[src/rtl/irx_pkg.sv]
package irx_pkg;
  // Header beat that carries a given header bit; header is sent MSB byte first
  function automatic int unsigned hdr_beat_of(int unsigned bit_idx, int unsigned hdr_w,
                                              int unsigned byte_w);
    return (hdr_w - 1 - bit_idx) / byte_w;
  endfunction

  // Position of a header bit inside the byte of its beat
  function automatic int unsigned hdr_pos_of(int unsigned bit_idx, int unsigned byte_w);
    return bit_idx % byte_w;
  endfunction
endpackage

[src/rtl/irx_framer.sv]
module irx_framer #(
  parameter int unsigned TOTAL     = 18,
  parameter int unsigned HDR_BEATS = 2,
  parameter int unsigned CNT_W     = 5
) (
  input  logic             clk,
  input  logic             rst,
  input  logic             in_valid,
  output logic [CNT_W-1:0] cnt,
  output logic             hdr_beat,
  output logic             pay_beat,
  output logic             last_beat
);
  localparam logic [CNT_W-1:0] LAST  = CNT_W'(TOTAL - 1);
  localparam logic [CNT_W-1:0] HDR_N = CNT_W'(HDR_BEATS);

  // cnt = number of beats of the current packet already captured
  always_ff @(posedge clk) begin
    if (rst) begin
      cnt <= '0;
    end else if (!in_valid) begin
      cnt <= '0;                       // abort or idle: restart framing
    end else if (cnt == LAST) begin
      cnt <= '0;                       // packet complete, next beat is header 1
    end else begin
      cnt <= cnt + CNT_W'(1);
    end
  end

  always_comb begin
    hdr_beat  = in_valid && (cnt < HDR_N);
    last_beat = in_valid && (cnt == LAST);
    pay_beat  = in_valid && (cnt >= HDR_N) && (cnt != LAST);
  end

  AST_CNT_BOUND: assert property (@(posedge clk) disable iff (rst)
    cnt <= LAST);
  AST_CNT_STEP: assert property (@(posedge clk) disable iff (rst)
    (in_valid && cnt != LAST) |=> (cnt == $past(cnt) + CNT_W'(1)));
  AST_ABORT_IDLE: assert property (@(posedge clk) disable iff (rst)
    !in_valid |=> (cnt == '0));
  AST_WRAP_IDLE: assert property (@(posedge clk) disable iff (rst)
    last_beat |=> (cnt == '0));
endmodule

[src/rtl/irx_pay_shift.sv]
module irx_pay_shift #(
  parameter int unsigned BYTE_W = 8,
  parameter int unsigned PAY_W  = 128
) (
  input  logic                     clk,
  input  logic                     rst,
  input  logic                     pay_beat,
  input  logic [BYTE_W-1:0]        in_byte,
  output logic [PAY_W-BYTE_W-1:0]  pay_sr
);
  localparam int unsigned SR_W = PAY_W - BYTE_W;

  generate
    if (SR_W > BYTE_W) begin : g_wide
      always_ff @(posedge clk) begin
        if (rst) pay_sr <= '0;
        else if (pay_beat) pay_sr <= {pay_sr[SR_W-BYTE_W-1:0], in_byte};
      end
    end else begin : g_single
      always_ff @(posedge clk) begin
        if (rst) pay_sr <= '0;
        else if (pay_beat) pay_sr <= in_byte;
      end
    end
  endgenerate

  AST_SR_HOLD: assert property (@(posedge clk) disable iff (rst)
    !pay_beat |=> $stable(pay_sr));
endmodule

[src/rtl/irx_fields_out.sv]
module irx_fields_out
  import irx_pkg::*;
#(
  parameter int unsigned BYTE_W = 8,
  parameter int unsigned HDR_W  = 16,
  parameter int unsigned PAY_W  = 128,
  parameter int unsigned TGT_LO = 8,
  parameter int unsigned TGT_W  = 5,
  parameter int unsigned SRC_LO = 0,
  parameter int unsigned SRC_W  = 5,
  parameter int unsigned CNT_W  = 5
) (
  input  logic                    clk,
  input  logic                    rst,
  input  logic                    hdr_beat,
  input  logic                    last_beat,
  input  logic [CNT_W-1:0]        cnt,
  input  logic [BYTE_W-1:0]       in_byte,
  input  logic [PAY_W-BYTE_W-1:0] pay_sr,
  output logic                    msg_done,
  output logic [TGT_W-1:0]        msg_target,
  output logic [SRC_W-1:0]        msg_source,
  output logic [PAY_W-1:0]        msg_payload
);
  logic [TGT_W-1:0] tgt_q;
  logic [SRC_W-1:0] src_q;

  // Only the header bits that belong to a field get a flop; reserved bits are dropped
  for (genvar t = 0; t < TGT_W; t++) begin : g_tgt
    localparam int unsigned BEAT = hdr_beat_of(TGT_LO + t, HDR_W, BYTE_W);
    localparam int unsigned POS  = hdr_pos_of(TGT_LO + t, BYTE_W);
    logic b_q;
    always_ff @(posedge clk) begin
      if (rst) b_q <= 1'b0;
      else if (hdr_beat && cnt == CNT_W'(BEAT)) b_q <= in_byte[POS];
    end
    assign tgt_q[t] = b_q;
  end

  for (genvar s = 0; s < SRC_W; s++) begin : g_src
    localparam int unsigned BEAT = hdr_beat_of(SRC_LO + s, HDR_W, BYTE_W);
    localparam int unsigned POS  = hdr_pos_of(SRC_LO + s, BYTE_W);
    logic b_q;
    always_ff @(posedge clk) begin
      if (rst) b_q <= 1'b0;
      else if (hdr_beat && cnt == CNT_W'(BEAT)) b_q <= in_byte[POS];
    end
    assign src_q[s] = b_q;
  end

  always_ff @(posedge clk) begin
    if (rst) begin
      msg_done    <= 1'b0;
      msg_target  <= '0;
      msg_source  <= '0;
      msg_payload <= '0;
    end else begin
      msg_done <= last_beat;
      if (last_beat) begin
        msg_target  <= tgt_q;
        msg_source  <= src_q;
        msg_payload <= {pay_sr, in_byte};
      end
    end
  end

  AST_HDR_HOLD: assert property (@(posedge clk) disable iff (rst)
    !hdr_beat |=> ($stable(tgt_q) && $stable(src_q)));
  AST_DONE_PULSE: assert property (@(posedge clk) disable iff (rst)
    msg_done |=> !msg_done);
  AST_DONE_CAUSE: assert property (@(posedge clk) disable iff (rst)
    msg_done |-> $past(last_beat));
  AST_OUT_HOLD: assert property (@(posedge clk) disable iff (rst)
    !last_beat |=> ($stable(msg_payload) && $stable(msg_target) && $stable(msg_source)));
endmodule

[src/rtl/irq_byte_rx.sv]
module irq_byte_rx #(
  parameter int unsigned BYTE_W    = 8,
  parameter int unsigned HDR_BEATS = 2,
  parameter int unsigned PAY_BEATS = 16,
  parameter int unsigned TGT_LO    = 8,
  parameter int unsigned TGT_W     = 5,
  parameter int unsigned SRC_LO    = 0,
  parameter int unsigned SRC_W     = 5
) (
  input  logic                          clk,
  input  logic                          rst,
  input  logic                          in_valid,
  input  logic [BYTE_W-1:0]             in_byte,
  output logic                          msg_done,
  output logic [TGT_W-1:0]              msg_target,
  output logic [SRC_W-1:0]              msg_source,
  output logic [PAY_BEATS*BYTE_W-1:0]   msg_payload
);
  localparam int unsigned HDR_W = HDR_BEATS * BYTE_W;
  localparam int unsigned PAY_W = PAY_BEATS * BYTE_W;
  localparam int unsigned TOTAL = HDR_BEATS + PAY_BEATS;
  localparam int unsigned CNT_W = $clog2(TOTAL + 1);

  logic [CNT_W-1:0]        cnt;
  logic                    hdr_beat;
  logic                    pay_beat;
  logic                    last_beat;
  logic [PAY_W-BYTE_W-1:0] pay_sr;

  irx_framer #(
    .TOTAL(TOTAL), .HDR_BEATS(HDR_BEATS), .CNT_W(CNT_W)
  ) i_framer (
    .clk(clk), .rst(rst), .in_valid(in_valid), .cnt(cnt),
    .hdr_beat(hdr_beat), .pay_beat(pay_beat), .last_beat(last_beat)
  );

  irx_pay_shift #(
    .BYTE_W(BYTE_W), .PAY_W(PAY_W)
  ) i_pay (
    .clk(clk), .rst(rst), .pay_beat(pay_beat), .in_byte(in_byte), .pay_sr(pay_sr)
  );

  irx_fields_out #(
    .BYTE_W(BYTE_W), .HDR_W(HDR_W), .PAY_W(PAY_W), .TGT_LO(TGT_LO), .TGT_W(TGT_W),
    .SRC_LO(SRC_LO), .SRC_W(SRC_W), .CNT_W(CNT_W)
  ) i_out (
    .clk(clk), .rst(rst), .hdr_beat(hdr_beat), .last_beat(last_beat), .cnt(cnt),
    .in_byte(in_byte), .pay_sr(pay_sr), .msg_done(msg_done), .msg_target(msg_target),
    .msg_source(msg_source), .msg_payload(msg_payload)
  );

  AST_BEAT_KIND: assert property (@(posedge clk) disable iff (rst)
    $onehot0({hdr_beat, pay_beat, last_beat}));
  AST_LAST_BYTE: assert property (@(posedge clk) disable iff (rst)
    last_beat |=> (msg_payload[BYTE_W-1:0] == $past(in_byte)));
endmodule

[config.mk]
export PLATFORM = sky130hd
export DESIGN_NAME = irq_byte_rx
export DESIGN_NICKNAME = d
export VERILOG_FILES = /design/src/rtl/irx_pkg.sv /design/src/rtl/irx_framer.sv /design/src/rtl/irx_pay_shift.sv /design/src/rtl/irx_fields_out.sv /design/src/rtl/irq_byte_rx.sv
export SDC_FILE = /design/constraint.sdc
export NUM_CORES = 1
export LEC_CHECK = 0
export CAP_MARGIN = 0
export CORE_MARGIN = 2
export CORE_UTILIZATION = 33
export CTS_CLUSTER_SIZE = 10
export DETAILED_ROUTE_END_ITERATION = 16
export GPL_ROUTABILITY_DRIVEN = 0
export GPL_TIMING_DRIVEN = 0
export HOLD_SLACK_MARGIN = 0.08
export PLACE_DENSITY = 0.64
export RECOVER_POWER = 50
export SETUP_SLACK_MARGIN = 0.4
export SKIP_LAST_GASP = 1
export SLEW_MARGIN = 40
export SYNTH_ARGS = -nofsm -noshare
export SYNTH_HDL_FRONTEND = slang
export SYNTH_HIERARCHICAL = 1
export SYNTH_SLANG_ARGS = --single-unit
[constraint.sdc]
create_clock -name clk -period 2.3 [get_ports clk]
set_input_delay 0.46 -clock clk [delete_from_list [all_inputs] [get_ports clk]]
set_output_delay 0.46 -clock clk [all_outputs]
set_load 0.01 [all_outputs]
# After elaboration in Yosys (flattened, before gate mapping)
# Index checks and enable logic that the tools add are counted.
[totals]
regBits = 274
inputBits = 11
elab_cells = 31
[classes]
magnitude_cmp = 2
n_eq_ne = 3
addsub = 1
n_bitwise = 1
n_reduce_logical = 8
[op_table]
columns = ["operator", "count"]
rows = [
  ["$logic_and A1 B1 Y1", 6],
  ["$add A5 B1 Y5 const B", 1],
  ["$eq A5 B1 Y1 const B", 1],
  ["$eq A5 B5 Y1 const B", 1],
  ["$ge A5 B2 Y1 const B", 1],
  ["$logic_not A5 Y1", 1],
  ["$lt A5 B2 Y1 const B", 1],
  ["$ne A5 B5 Y1 const B", 1],
  ["$reduce_or A3 Y1", 1],
  ["$not A1 Y1", 1],
]

# Logic depth before layout (Yosys ltp)
# Gate-level depths: netlist of the first run.
[depth]
depth_word = 3
mapped_depth = 10

# By module
# The synthesis of the first run kept the hierarchy.
[modules_own_cells]
columns = ["mod", "seq_area_each_um2", "instances", "cells_per_inst", "area_each_um2"]
rows = [
  ["irx_fields_out", 2982.9, 1, 488, 5267.6],
  ["irx_pay_shift", 2402.3, 1, 387, 4346.7],
  ["irx_framer", 100.1, 1, 29, 267.8],
]

# Worst setup path after synthesis of the first run
# OpenSTA, ideal clock, no wires.
[synth_timing]
path_type = "reg2reg"
from = "reg i_framer.cnt[3]"
to = "reg i_out.g_src[0].b_q"
arrival_time_ps = 1731
required_time_ps = 2182
slack_ps = 451
stages_incl_launch_ff = 8
n_path_buf = 1
cell_sequence = "dfxtp_1 > nor2_1 > nand2_1 > nor3_1 > or4b_4 > or3b_1 > buf_6 > mux2i_1"
[synth_via]
elab_chain_len = 3
word_cells_on_any_way = 4
cone_classes = "order compare (1); eq/ne (1); reduce/logical (2)"
[synth_lines]
columns = ["element", "line_no", "rtl"]
rows = [
  ["start, declared", "irx_framer.sv:9", "output logic [CNT_W-1:0] cnt,"],
  ["start signal, assigned", "irx_framer.sv:26", "cnt <= cnt + CNT_W'(1);"],
  ["$lt A5 B2 Y1", "irx_framer.sv:31", "hdr_beat = in_valid && (cnt < HDR_N);"],
  ["$logic_and A1 B1 Y1", "irx_framer.sv:31", ""],
  ["named net hdr_beat", "irq_byte_rx.sv:25", "logic hdr_beat;"],
  ["$logic_and A1 B1 Y1", "irx_fields_out.sv:46", "else if (hdr_beat && cnt == CNT_W'(BEAT)) b_q <= in_byte[POS];"],
  ["end signal, assigned", "irx_fields_out.sv:46", ""],
  ["end, declared", "irx_fields_out.sv:43", "logic b_q;"],
]
# The timed path passes the listed nets, and every way through them passes these cells.
# A chain may end at the register's enable or synchronous reset.

# Worst setup path in the final report of the first run
[layout_timing]
from = "reg i_framer.cnt[0]"
to = "reg i_out.msg_source[2]"
[layout_via]
elab_chain_len = 2
[layout_lines]
columns = ["element", "line_no", "rtl"]
rows = [
  ["$eq A5 B5 Y1", "irx_framer.sv:32", "last_beat = in_valid && (cnt == LAST);"],
  ["$logic_and A1 B1 Y1", "irx_framer.sv:32", ""],
  ["named net last_beat", "irq_byte_rx.sv:27", "logic last_beat;"],
  ["end signal, assigned", "irx_fields_out.sv:61", "msg_source <= src_q;"],
  ["end, declared", "irx_fields_out.sv:22", "output logic [SRC_W-1:0] msg_source,"],
]
# The timed path passes the listed nets, and every way through them passes these cells.

==> results of run 1 <==
-- per-stage QoR --
stage                     std cells  utilization [%]
after floorplan                 904                -
after global placement         1443             40.1
after detailed placement       1443             40.1
after CTS                      1484             42.9
after global routing           1484             42.9
final                          1484             42.9
-- layout make-up --
type	instances	area [sq um]	share of cell area (%)
plain buffers	61	500	3.94
clock buffers	35	811	6.39
inverters	3	11.3	0.0887
multi-input cells	566	3950	31.1
flip-flops and latches	274	5500	43.3
well taps	390	488	3.84
repair buffers	155	1440	11.3
-- power by group --
part	total [mW]	switching, mW	internal (mW)
sequential	4.77	0.0109	4.76
clock	4.14	1.72	2.42
combinational	0.293	0.171	0.122
-- cells in the final DEF (no fill, tap or decap) --
cell / netlist / final
sky130_fd_sc_hd__buf_6: 1 / 3
sky130_fd_sc_hd__ha_1: 3 / 3
sky130_fd_sc_hd__nand2_1: 1 / 1
sky130_fd_sc_hd__clkdlybuf4s25_1: 0 / 36
sky130_fd_sc_hd__a21boi_0: 1 / 1
sky130_fd_sc_hd__o311ai_0: 0 / 1
sky130_fd_sc_hd__clkbuf_16: 0 / 31
sky130_fd_sc_hd__clkdlybuf4s50_1: 0 / 15
sky130_fd_sc_hd__o31ai_1: 1 / 1
sky130_fd_sc_hd__nand3_1: 2 / 2
sky130_fd_sc_hd__clkbuf_2: 0 / 25
sky130_fd_sc_hd__nor3_4: 0 / 1
sky130_fd_sc_hd__inv_1: 3 / 3
sky130_fd_sc_hd__buf_12: 11 / 12
sky130_fd_sc_hd__or3b_1: 1 / 1
sky130_fd_sc_hd__buf_4: 3 / 8
sky130_fd_sc_hd__buf_8: 0 / 1
sky130_fd_sc_hd__clkbuf_1: 28 / 16
sky130_fd_sc_hd__nand2b_1: 15 / 15
sky130_fd_sc_hd__buf_16: 0 / 1
sky130_fd_sc_hd__clkbuf_8: 0 / 2
sky130_fd_sc_hd__nor2_1: 265 / 264
sky130_fd_sc_hd__nor3_2: 1 / 1
sky130_fd_sc_hd__xnor2_1: 1 / 1
sky130_fd_sc_hd__mux2i_1: 268 / 266
sky130_fd_sc_hd__buf_2: 15 / 3
sky130_fd_sc_hd__nand2_2: 1 / 1
sky130_fd_sc_hd__dfxtp_1: 274 / 271
sky130_fd_sc_hd__or4b_4: 1 / 1
sky130_fd_sc_hd__dlygate4sd2_1: 0 / 98
sky130_fd_sc_hd__xor2_1: 2 / 2
sky130_fd_sc_hd__nor2b_1: 1 / 1
sky130_fd_sc_hd__nor2_4: 0 / 1
sky130_fd_sc_hd__dfxtp_4: 0 / 3
sky130_fd_sc_hd__mux2i_2: 0 / 2
-- path summary, 6_finish.rpt --
kind,start,endpoint,depth (start not counted)
worst min register to register,i_out/g_tgt[0].b_q,i_out/g_tgt[0].b_q,2
worst min-delay path,i_out/g_tgt[0].b_q,i_out/g_tgt[0].b_q,2
worst max register to register,i_framer/cnt[0],i_out/msg_source[2],8
worst max-delay path,i_framer/cnt[0],i_out/msg_source[2],8
-- critical path: stages (launching register included) --
cell and delay, ps:
sky130_fd_sc_hd__dfxtp_1 490, sky130_fd_sc_hd__ha_1 200, sky130_fd_sc_hd__nand2_1 80, sky130_fd_sc_hd__nor2_1 120, sky130_fd_sc_hd__clkbuf_2 160, sky130_fd_sc_hd__clkbuf_2 350, sky130_fd_sc_hd__buf_6 220, sky130_fd_sc_hd__mux2i_1 200
sky130_fd_sc_hd__nor2_1 50
-- what timing repair did --
action	CTS	global route
pin swaps	2	4
cloned	1	0
gates resized for setup	131	67
setup endpoints to repair	334	280
setup buffers	5	0
-- logic make-up after synthesis --
logic type | synth area share [%]
and+or+nand+nor | 11.7
DFF | 55.5
muxes | 27.1
buffers and inverters | 4.62
AOI/OAI and AO/OA | 0.418
xor gates and xnor gates | 0.266
adders and majority gates | 0.380
-- per-layer routing --
| layer | vias up | track usage [%] |
|---|---|---|
| met2 | 120 | 23.8 |
| met4 | 0 | 3.79 |
| met3 | 32 | 2.43 |
| li1 | 3369 | - |
| met1 | 3055 | 19.4 |
| met5 | - | 0 |
-- registers in the layout, summed over array words and instances, names as in the netlist --
name	count
i_framer/cnt	5
i_out/g_src.b_q	5
i_out/g_tgt.b_q	5
i_out/msg_done	1
i_out/msg_payload	128
i_out/msg_source	5
i_out/msg_target	5
i_pay/pay_sr	120
==> metrics.cfg, run 1 <==
[floorplan]
initial_utilization_pct = 33.4
design.die.area_sq_um = 31300
core_area_sq_um = 29600
die_x_um = 177
dieHeight_um = 177
boundaryPins = 150
number_of_placement_rows = 63

[timing]
grt_setup_unrepaired = true
skew_ps = 16.7
worst_pin_slew_ps = 963
min_setup_slack_post_route_ps = 309
final.min_clock_period_ps = 1990
maxSlewViolCount = 0
final.hold.worst_slack_ps = 478
fmax_mhz = 502
post-route-period-util_pct = 86.6
timing.final.hold_violations = 0
max_slew_headroom_pct = 35.0
setup-violations-final = 0
fin_tns_setup_ps = 0

[logic_synthesis]
syn-mean-instance-area_sq_um = 10.9
synth.yosys.seq_area_share_pct = 55.5
most_instantiated_flip_flop_cell_in_the_synthesis_netlist = sky130_fd_sc_hd__dfxtp_1
share_of_the_synthesized_area_in_the_top_cell_type_pct = 55.5
postSynthRegisterBits = 274
synth_area_leaders = sky130_fd_sc_hd__dfxtp_1, sky130_fd_sc_hd__mux2i_1, sky130_fd_sc_hd__nor2_1
ys.warnings.count = 6
synth_edf_count = 0
netlist-cell-type-count = 25
asr_flop_ratio_synth_pct = 0
synthMostInstantiatedCell = sky130_fd_sc_hd__dfxtp_1
post_synth_instance_area_sq_um = 9880
synthCells = 904
syn_nets = 918
synth_area_leader_cell = sky130_fd_sc_hd__dfxtp_1
synth_common_cells = sky130_fd_sc_hd__dfxtp_1, sky130_fd_sc_hd__mux2i_1, sky130_fd_sc_hd__nor2_1

[final_layout]
final_design_area_no_fill_sq_um = 12700
n_fill_cell = 2868
num_antenna_cells = 0
share_of_cells_above_drive_strength_1_pct = 8.78
area_delta_synth_final_pct = 28.4
num-nets-final = 1106

[route]
drt_drc_violations_left = 0
detailedRoute.firstPassIterationCount = 4
met3_length_um = 987
detail-route-antenna-nets = 0
m1WireLength_um = 10800
drt_iter0_markers = 272
detail_route.wl_per_cell_um = 15.5
routed_wl_um = 23000
drt-vias-per-instance = 4.43
highest-signal-layer = met4
route.met2.wl_um = 10800
num_vias = 6576

[grt]
first_global_vias = 6423
maximum_number_of_pins_on_one_net_before_global_route_repair = 15
grt_pass1_wl_um = 36000
grt_util_all_layers_pct = 14.4
antenna_found_initial = 0
grt_overflow_total = 0

[clock_tree]
clock_path_buffers = 3
cts.sink_count = 274
postCtsHoldBufs = 0
cts-root-buf = sky130_fd_sc_hd__clkbuf_16
numCtsBuffers = 31
insertion_delay_ps = 540
htree_num_levels = 1
cts.reportedPaths.clkPinSlew_ps = 50
tritoncts = built

[place]
place_hpwl_um = 15700
input_output_buffers = 149
placement.cell_area_sq_um = 11900
place_ws_ps = -522

[setup_path]
critical_path_class = flip-flop to flip-flop
timing.critical_path.from_type = flip-flop
worst-endpoint-required_ps = 2720
r2r_setup_slack_ps = 310
critPathArrivalTime_ps = 2410
critPathCaptureType = flip-flop
maximum_fanout_encountered_on_the_critical_timing_path = 10

[pwr]
power.ir.vdd_worst_v = 0.000447
cellLeakagePower_nw = 4.84
power.total_mw = 9.21
power.density_nw_per_um2 = 725

[job]
maxCapViolations = 0

[status]
result_of_the_run = complete, no violations

[min_path]
hold_path_class = flip-flop to flip-flop

Note: power is estimated with default switching activity, not from simulation.
==> run 2, diff against run 1 <==
GPL_ROUTABILITY_DRIVEN = unset   (was 0)
SKIP_CTS_REPAIR_TIMING = 1   (was unset)
==> run 2 against run 1 <==
Effect of this change: maximum frequency increased by 0.70%; critical path type is now input port to flip-flop; worst setup slack improved by 14 ps; sequential share of layout area decreased by 0.11 points; first-iteration DRC count decreased by 3.7%; total power about the same; register-to-register slack improved by 60 ps; count of clock-buffer cells in the layout unchanged.
==> metrics.cfg, run 2 (synthesized netlist as in run 1, its figures left out) <==
[timing]
timing.final.hold_violations = 0  ; unchanged
final.hold.worst_slack_ps = 478  ; +0.163 ps
maxSlewViolCount = 0  ; unchanged
min_setup_slack_post_route_ps = 323  ; +13.8 ps
setup-violations-final = 0  ; unchanged
worst_pin_slew_ps = 858  ; -106 ps
final.min_clock_period_ps = 1980  ; -13.8 ps
max_slew_headroom_pct = 42.1  ; +7.1 points
post-route-period-util_pct = 86.0  ; -0.60 points
fmax_mhz = 506  ; +0.70%
grt_setup_unrepaired = true
skew_ps = 18.6  ; +1.90 ps

[route]
met3_length_um = 1010  ; +2.4%
routed_wl_um = 23100  ; +0.22%
drt-vias-per-instance = 4.44  ; +0.23%
drt_drc_violations_left = 0  ; unchanged
detail_route.wl_per_cell_um = 15.5  ; +0.29%
detailedRoute.firstPassIterationCount = 4  ; unchanged
route.met2.wl_um = 10700  ; -0.69%
detail-route-antenna-nets = 0  ; unchanged
num_vias = 6587  ; +0.17%
m1WireLength_um = 10900  ; +0.58%
highest-signal-layer = met4
drt_iter0_markers = 262  ; -3.7%

[setup_path]
critPathCaptureType = flip-flop
critical_path.cell_chain = dlygate4sd3_1 > clkbuf_1 > clkbuf_1 > clkbuf_1 > nor2_1
crit_slowest_cell = sky130_fd_sc_hd__dlygate4sd3_1
most_used_cell_cp = sky130_fd_sc_hd__clkbuf_1
r2r_setup_slack_ps = 370  ; +60 ps
cp.buffers_inverters = 4  ; +1
worst_path_largest_cell_delay_ps = 610  ; +120 ps
worst-endpoint-required_ps = 2690  ; -30 ps
timing.critical_path.from_type = input port
critPathArrivalTime_ps = 2370  ; -40 ps
crit-reg2reg-launch = i_framer/cnt[3]
critical_path_class = input port to flip-flop
reg2reg_to = i_out/g_src[4].b_q
maximum_fanout_encountered_on_the_critical_timing_path = 10  ; unchanged
critical_path.top_delay_family = buffers and inverters
r2r_cells = 7  ; -1

[final_layout]
num-nets-final = 1105  ; -0.090%
registers.top_by_ff_count = i_out/msg_payload
largest_register_ffs = 128  ; unchanged
layout_top_registers = i_out/msg_payload: 128 flops, i_pay/pay_sr: 120 flops
share_of_cells_above_drive_strength_1_pct = 8.23  ; -0.54 points
num_antenna_cells = 0  ; unchanged
area_delta_synth_final_pct = 28.8
mostFrequentLayoutCells = sky130_fd_sc_hd__dfxtp_1, sky130_fd_sc_hd__mux2i_1, sky130_fd_sc_hd__nor2_1
final_design_area_no_fill_sq_um = 12700  ; +0.27%
mostFrequentLayoutCell = sky130_fd_sc_hd__dfxtp_1

[pwr]
power.density_nw_per_um2 = 723  ; -0.34%
power.ir.vdd_worst_v = 0.000446  ; -0.33%
cellLeakagePower_nw = 4.26  ; -12%
power.total_mw = 9.20  ; about the same

[min_path]
timing.hold.worst_path_depth = 2  ; unchanged
hold_path_startpoint = i_out/g_tgt[0].b_q
hold-path-endpoint = i_out/g_tgt[0].b_q
hold_path_class = flip-flop to flip-flop

[grt]
grt_overflow_total = 0  ; unchanged
antenna_found_initial = 0  ; unchanged
maximum_number_of_pins_on_one_net_before_global_route_repair = 15  ; unchanged
first_global_vias = 6351  ; -1.1%
grt_util_all_layers_pct = 14.1  ; -0.26 points
grt_pass1_wl_um = 35500  ; -1.5%

[place]
finalWeightedCongestion = 0.728
input_output_buffers = 149  ; unchanged
placement.cell_area_sq_um = 11900  ; unchanged
place_ws_ps = -522  ; unchanged
place_hpwl_um = 15700  ; unchanged

[floorplan]
boundaryPins = 150  ; unchanged
core_area_sq_um = 29600  ; unchanged
die_x_um = 177  ; unchanged
initial_utilization_pct = 33.4  ; unchanged
number_of_placement_rows = 63  ; unchanged
design.die.area_sq_um = 31300  ; unchanged
dieHeight_um = 177  ; unchanged

[clock_tree]
cts.sink_count = 274  ; unchanged
clock_path_buffers = 3  ; unchanged
cts-root-buf = sky130_fd_sc_hd__clkbuf_16
tritoncts = built
cts.reportedPaths.clkPinSlew_ps = 50  ; about the same
htree_num_levels = 1  ; unchanged
insertion_delay_ps = 540  ; about the same
numCtsBuffers = 31  ; unchanged

[job]
maxCapViolations = 0  ; unchanged

[status]
result_of_the_run = complete, no violations

==> run 2: cell types whose count changed in the layout (fill, tap and decap cells not counted), sizes merged <==
cell,before,now
dlygate4sd2,98,0
clkdlybuf4s25,36,118
clkbuf,74,83
buf,28,33
dlygate4sd3,0,1
==> run 2: power breakdown <==
part	switching, mW	internal, mW
clock	1.72	2.42
combinational	0.169	0.118
sequential	0.0110	4.76
total	1.90	7.30
==> run 2: worst reg2reg max path: cells and delay by family (launching register included) <==
kind,cells,cell delay (ps)
buf+inv,1,150
flops,1,360
mux,1,110
simple gates,5,1210
==> run 2: how the worst max path moves through the flow <==
stage,from,depth (start not counted),endpoint,slack [ps]
after floorplan,i_framer/cnt[3],7,i_out/g_src[0].b_q,450
after global placement,in_valid,8,i_out/msg_payload[40],-510
after detailed placement,in_valid,8,i_out/msg_payload[121],-520
after CTS,i_framer/cnt[0],8,i_out/msg_payload[112],-220
after global routing,rst,5,i_out/msg_payload[13],180
final,rst,5,i_out/msg_payload[16],320
==> run 2: metrics by stage <==
stage          TNS (ps)  util [%]  std cells
2_1_floorplan         0         -        904
3_3_place_gp     -54720      40.1       1443
3_5_place_dp     -56020      40.1       1443
4_1_cts          -18550      42.9       1478
5_1_grt               0      43.1       1483
6_report              0      43.1       1483
==> run 2: final cells by class <==
| type | count | area [sq um] |
|---|---|---|
| plain buffers | 61 | 497 |
| flip-flops and latches | 274 | 5500 |
| fillers | 2840 | 16800 |
| multi-input cells | 566 | 3950 |
| clock buffers | 35 | 811 |
| well taps | 390 | 488 |
| repair buffers | 154 | 1470 |
| inverters | 3 | 11.3 |
==> run 2: routing by layer <==
| metal | global-route usage (%) | vias up |
|---|---|---|
| met5 | 0 | - |
| met1 | 19.2 | 3068 |
| met4 | 3.65 | 0 |
| met2 | 23.2 | 125 |
| li1 | - | 3362 |
| met3 | 2.43 | 32 |
==> run 3, diff against run 2 <==
HOLD_SLACK_MARGIN = unset   (was 0.08)
TNS_END_PERCENT = 5   (was unset)
==> run 3 against run 2 <==
Effect of this change: worst setup slack worse by 50 ps; register-to-register slack got worse by 98 ps; largest power group unchanged; sequential power hardly changed; clock power hardly changed; die area is the same.
==> metrics.cfg, run 3 (synthesized netlist as in run 1, its figures left out) <==
[status]
result_of_the_run = complete, no violations

[timing]
timing.final.hold_violations = 0  ; unchanged
final.min_clock_period_ps = 2030  ; +50.0 ps
grt_setup_unrepaired = true
setup-violations-final = 0  ; unchanged
maxSlewViolCount = 0  ; unchanged
final.hold.worst_slack_ps = 478  ; -0.0710 ps
post-route-period-util_pct = 88.2  ; +2.2 points
worst_pin_slew_ps = 893  ; +35.3 ps
fmax_mhz = 493  ; -2.5%
max_slew_headroom_pct = 39.7  ; -2.4 points
skew_ps = 16.6  ; -2.06 ps

[clock_tree]
insertion_delay_ps = 540  ; about the same
tritoncts = built
cts-root-buf = sky130_fd_sc_hd__clkbuf_16
numCtsBuffers = 31  ; unchanged
cts.sink_count = 274  ; unchanged
cts.reportedPaths.clkPinSlew_ps = 50  ; about the same
clock_path_buffers = 3  ; unchanged
htree_num_levels = 1  ; unchanged

[final_layout]
mostFrequentLayoutCells = sky130_fd_sc_hd__dfxtp_1, sky130_fd_sc_hd__mux2i_1, sky130_fd_sc_hd__nor2_1
registers.top_by_ff_count = i_out/msg_payload
num-nets-final = 1100  ; -0.45%
share_of_cells_above_drive_strength_1_pct = 6.62  ; -1.6 points
largest_register_ffs = 128  ; unchanged
ff_latch_area_sq_um = 5490  ; -0.14%
num_antenna_cells = 0  ; unchanged
area_delta_synth_final_pct = 28.5
n_fill_cell = 2826  ; -0.49%
multi_input_area_sq_um = 3920  ; -0.82%
mostFrequentLayoutCell = sky130_fd_sc_hd__dfxtp_1
layout_top_registers = i_out/msg_payload: 128 flops, i_pay/pay_sr: 120 flops

[grt]
maximum_number_of_pins_on_one_net_before_global_route_repair = 15  ; unchanged
first_global_vias = 6351  ; unchanged
grt_overflow_total = 0  ; unchanged
antenna_found_initial = 0  ; unchanged
grt_pass1_wl_um = 35500  ; unchanged
grt_util_all_layers_pct = 14.1  ; unchanged

[pwr]
sw_frac_of_total_pct = 20.6  ; about the same
p_comb_share_pct = 3.0  ; about the same
cellLeakagePower_nw = 4.78  ; +12%
power.total_mw = 9.19  ; -0.13%
power.ir.vdd_worst_v = 0.000451  ; +1.2%
p_clk_share_pct = 45.1  ; about the same
power.density_nw_per_um2 = 723  ; about the same
sequentialPowerShare_pct = 52.0  ; about the same
netSwitchingPower_mw = 1.90  ; -0.22%
power_report.internal_total_mw = 7.29  ; -0.10%

[floorplan]
boundaryPins = 150  ; unchanged
design.die.area_sq_um = 31300  ; unchanged
initial_utilization_pct = 33.4  ; unchanged
die_x_um = 177  ; unchanged
core_area_sq_um = 29600  ; unchanged
dieHeight_um = 177  ; unchanged
number_of_placement_rows = 63  ; unchanged

[job]
maxCapViolations = 0  ; unchanged

[setup_path]
maximum_fanout_encountered_on_the_critical_timing_path = 6  ; -4
timing.critical_path.from_type = flip-flop
critPathArrivalTime_ps = 2490  ; +120 ps
critical_path_class = flip-flop to flip-flop
critPathCaptureType = flip-flop
critPathLaunch = i_framer/cnt[2]
worst-endpoint-required_ps = 2760  ; +70 ps
crit-reg2reg-launch = i_framer/cnt[2]

[route]
routed_wl_um = 22600  ; -2.0%
detailedRoute.firstPassIterationCount = 4  ; unchanged
detail-route-antenna-nets = 0  ; unchanged
drt-vias-per-instance = 4.42  ; -0.51%
drt_iter0_markers = 291  ; +11%
num_vias = 6531  ; -0.85%
detail_route.wl_per_cell_um = 15.3  ; -1.7%
drt_drc_violations_left = 0  ; unchanged

[place]
input_output_buffers = 149  ; unchanged
finalWeightedCongestion = 0.728  ; unchanged
place_hpwl_um = 15700  ; unchanged

[min_path]
hold_path_class = flip-flop to flip-flop
hold_path_startpoint = i_out/g_tgt[0].b_q

## run 3: cell count changes in the layout (fill, tap and decap cells not counted), sizes merged
cell and change:
clkbuf -11, dlygate4sd3 +130, clkdlybuf4s25 -118, buf -9
clkdlybuf4s50 +3
## run 3: worst max-delay path: stages (launching register included)
cell and delay [ps]:
sky130_fd_sc_hd__dfxtp_1 360, sky130_fd_sc_hd__nor2_1 150, sky130_fd_sc_hd__nand2_1 90, sky130_fd_sc_hd__nor3_1 160, sky130_fd_sc_hd__or4b_4 500, sky130_fd_sc_hd__nor3_2 450, sky130_fd_sc_hd__mux2i_1 250
## run 3: power groups by stage
stage	clock (mW)	combinational [mW]	sequential [mW]
final	4.14	0.272	4.78
after global routing	4.50	0.294	4.77
after CTS	4.29	0.277	4.77
after floorplan	0	0.196	4.87
after detailed placement	0	0.276	4.88
after global placement	0	0.275	4.88
## run 3: final timing paths
path	end	slack, ps	cells past startpoint
max	i_out/g_tgt[4].b_q	270	6
min	i_out/g_tgt[0].b_q	480	2
max reg2reg	i_out/g_tgt[4].b_q	270	6
min reg2reg	i_out/g_tgt[0].b_q	480	2
## run 3: cell type report
cell class,instances,share of cell area [%]
buffer,61,3.86
clock buffer,35,6.38
inverter,3,0.0887
multi-input combinational,566,30.9
sequential,274,43.2
tap,390,3.84
timing repair buffer,149,11.7
## run 3: through the flow
stage	cells	area (sq um)	setup WS [ps]	TNS, ps	util (%)
CTS	1478	12700	-223	-18550	42.9
detailed placement	1443	11900	-522	-56020	40.1
finish	1478	12700	272	0	43.0
global placement	1443	11900	-514	-54720	40.1
global route	1478	12700	144	0	43.0
floorplan	904	9880	451	0	-
## run 3: routing by layer
| layer | part of all wire [%] | wire length (um) | up-vias | GRT usage (%) |
|---|---|---|---|---|
| li1 | - | - | 3360 | - |
| met1 | 47 | 10700 | 3010 | 19.2 |
| met2 | 46 | 10500 | 131 | 23.2 |
| met3 | 4.8 | 1070 | 30 | 2.43 |
| met4 | 1.7 | 382 | 0 | 3.65 |
| met5 | 0 | 0 | - | 0 |
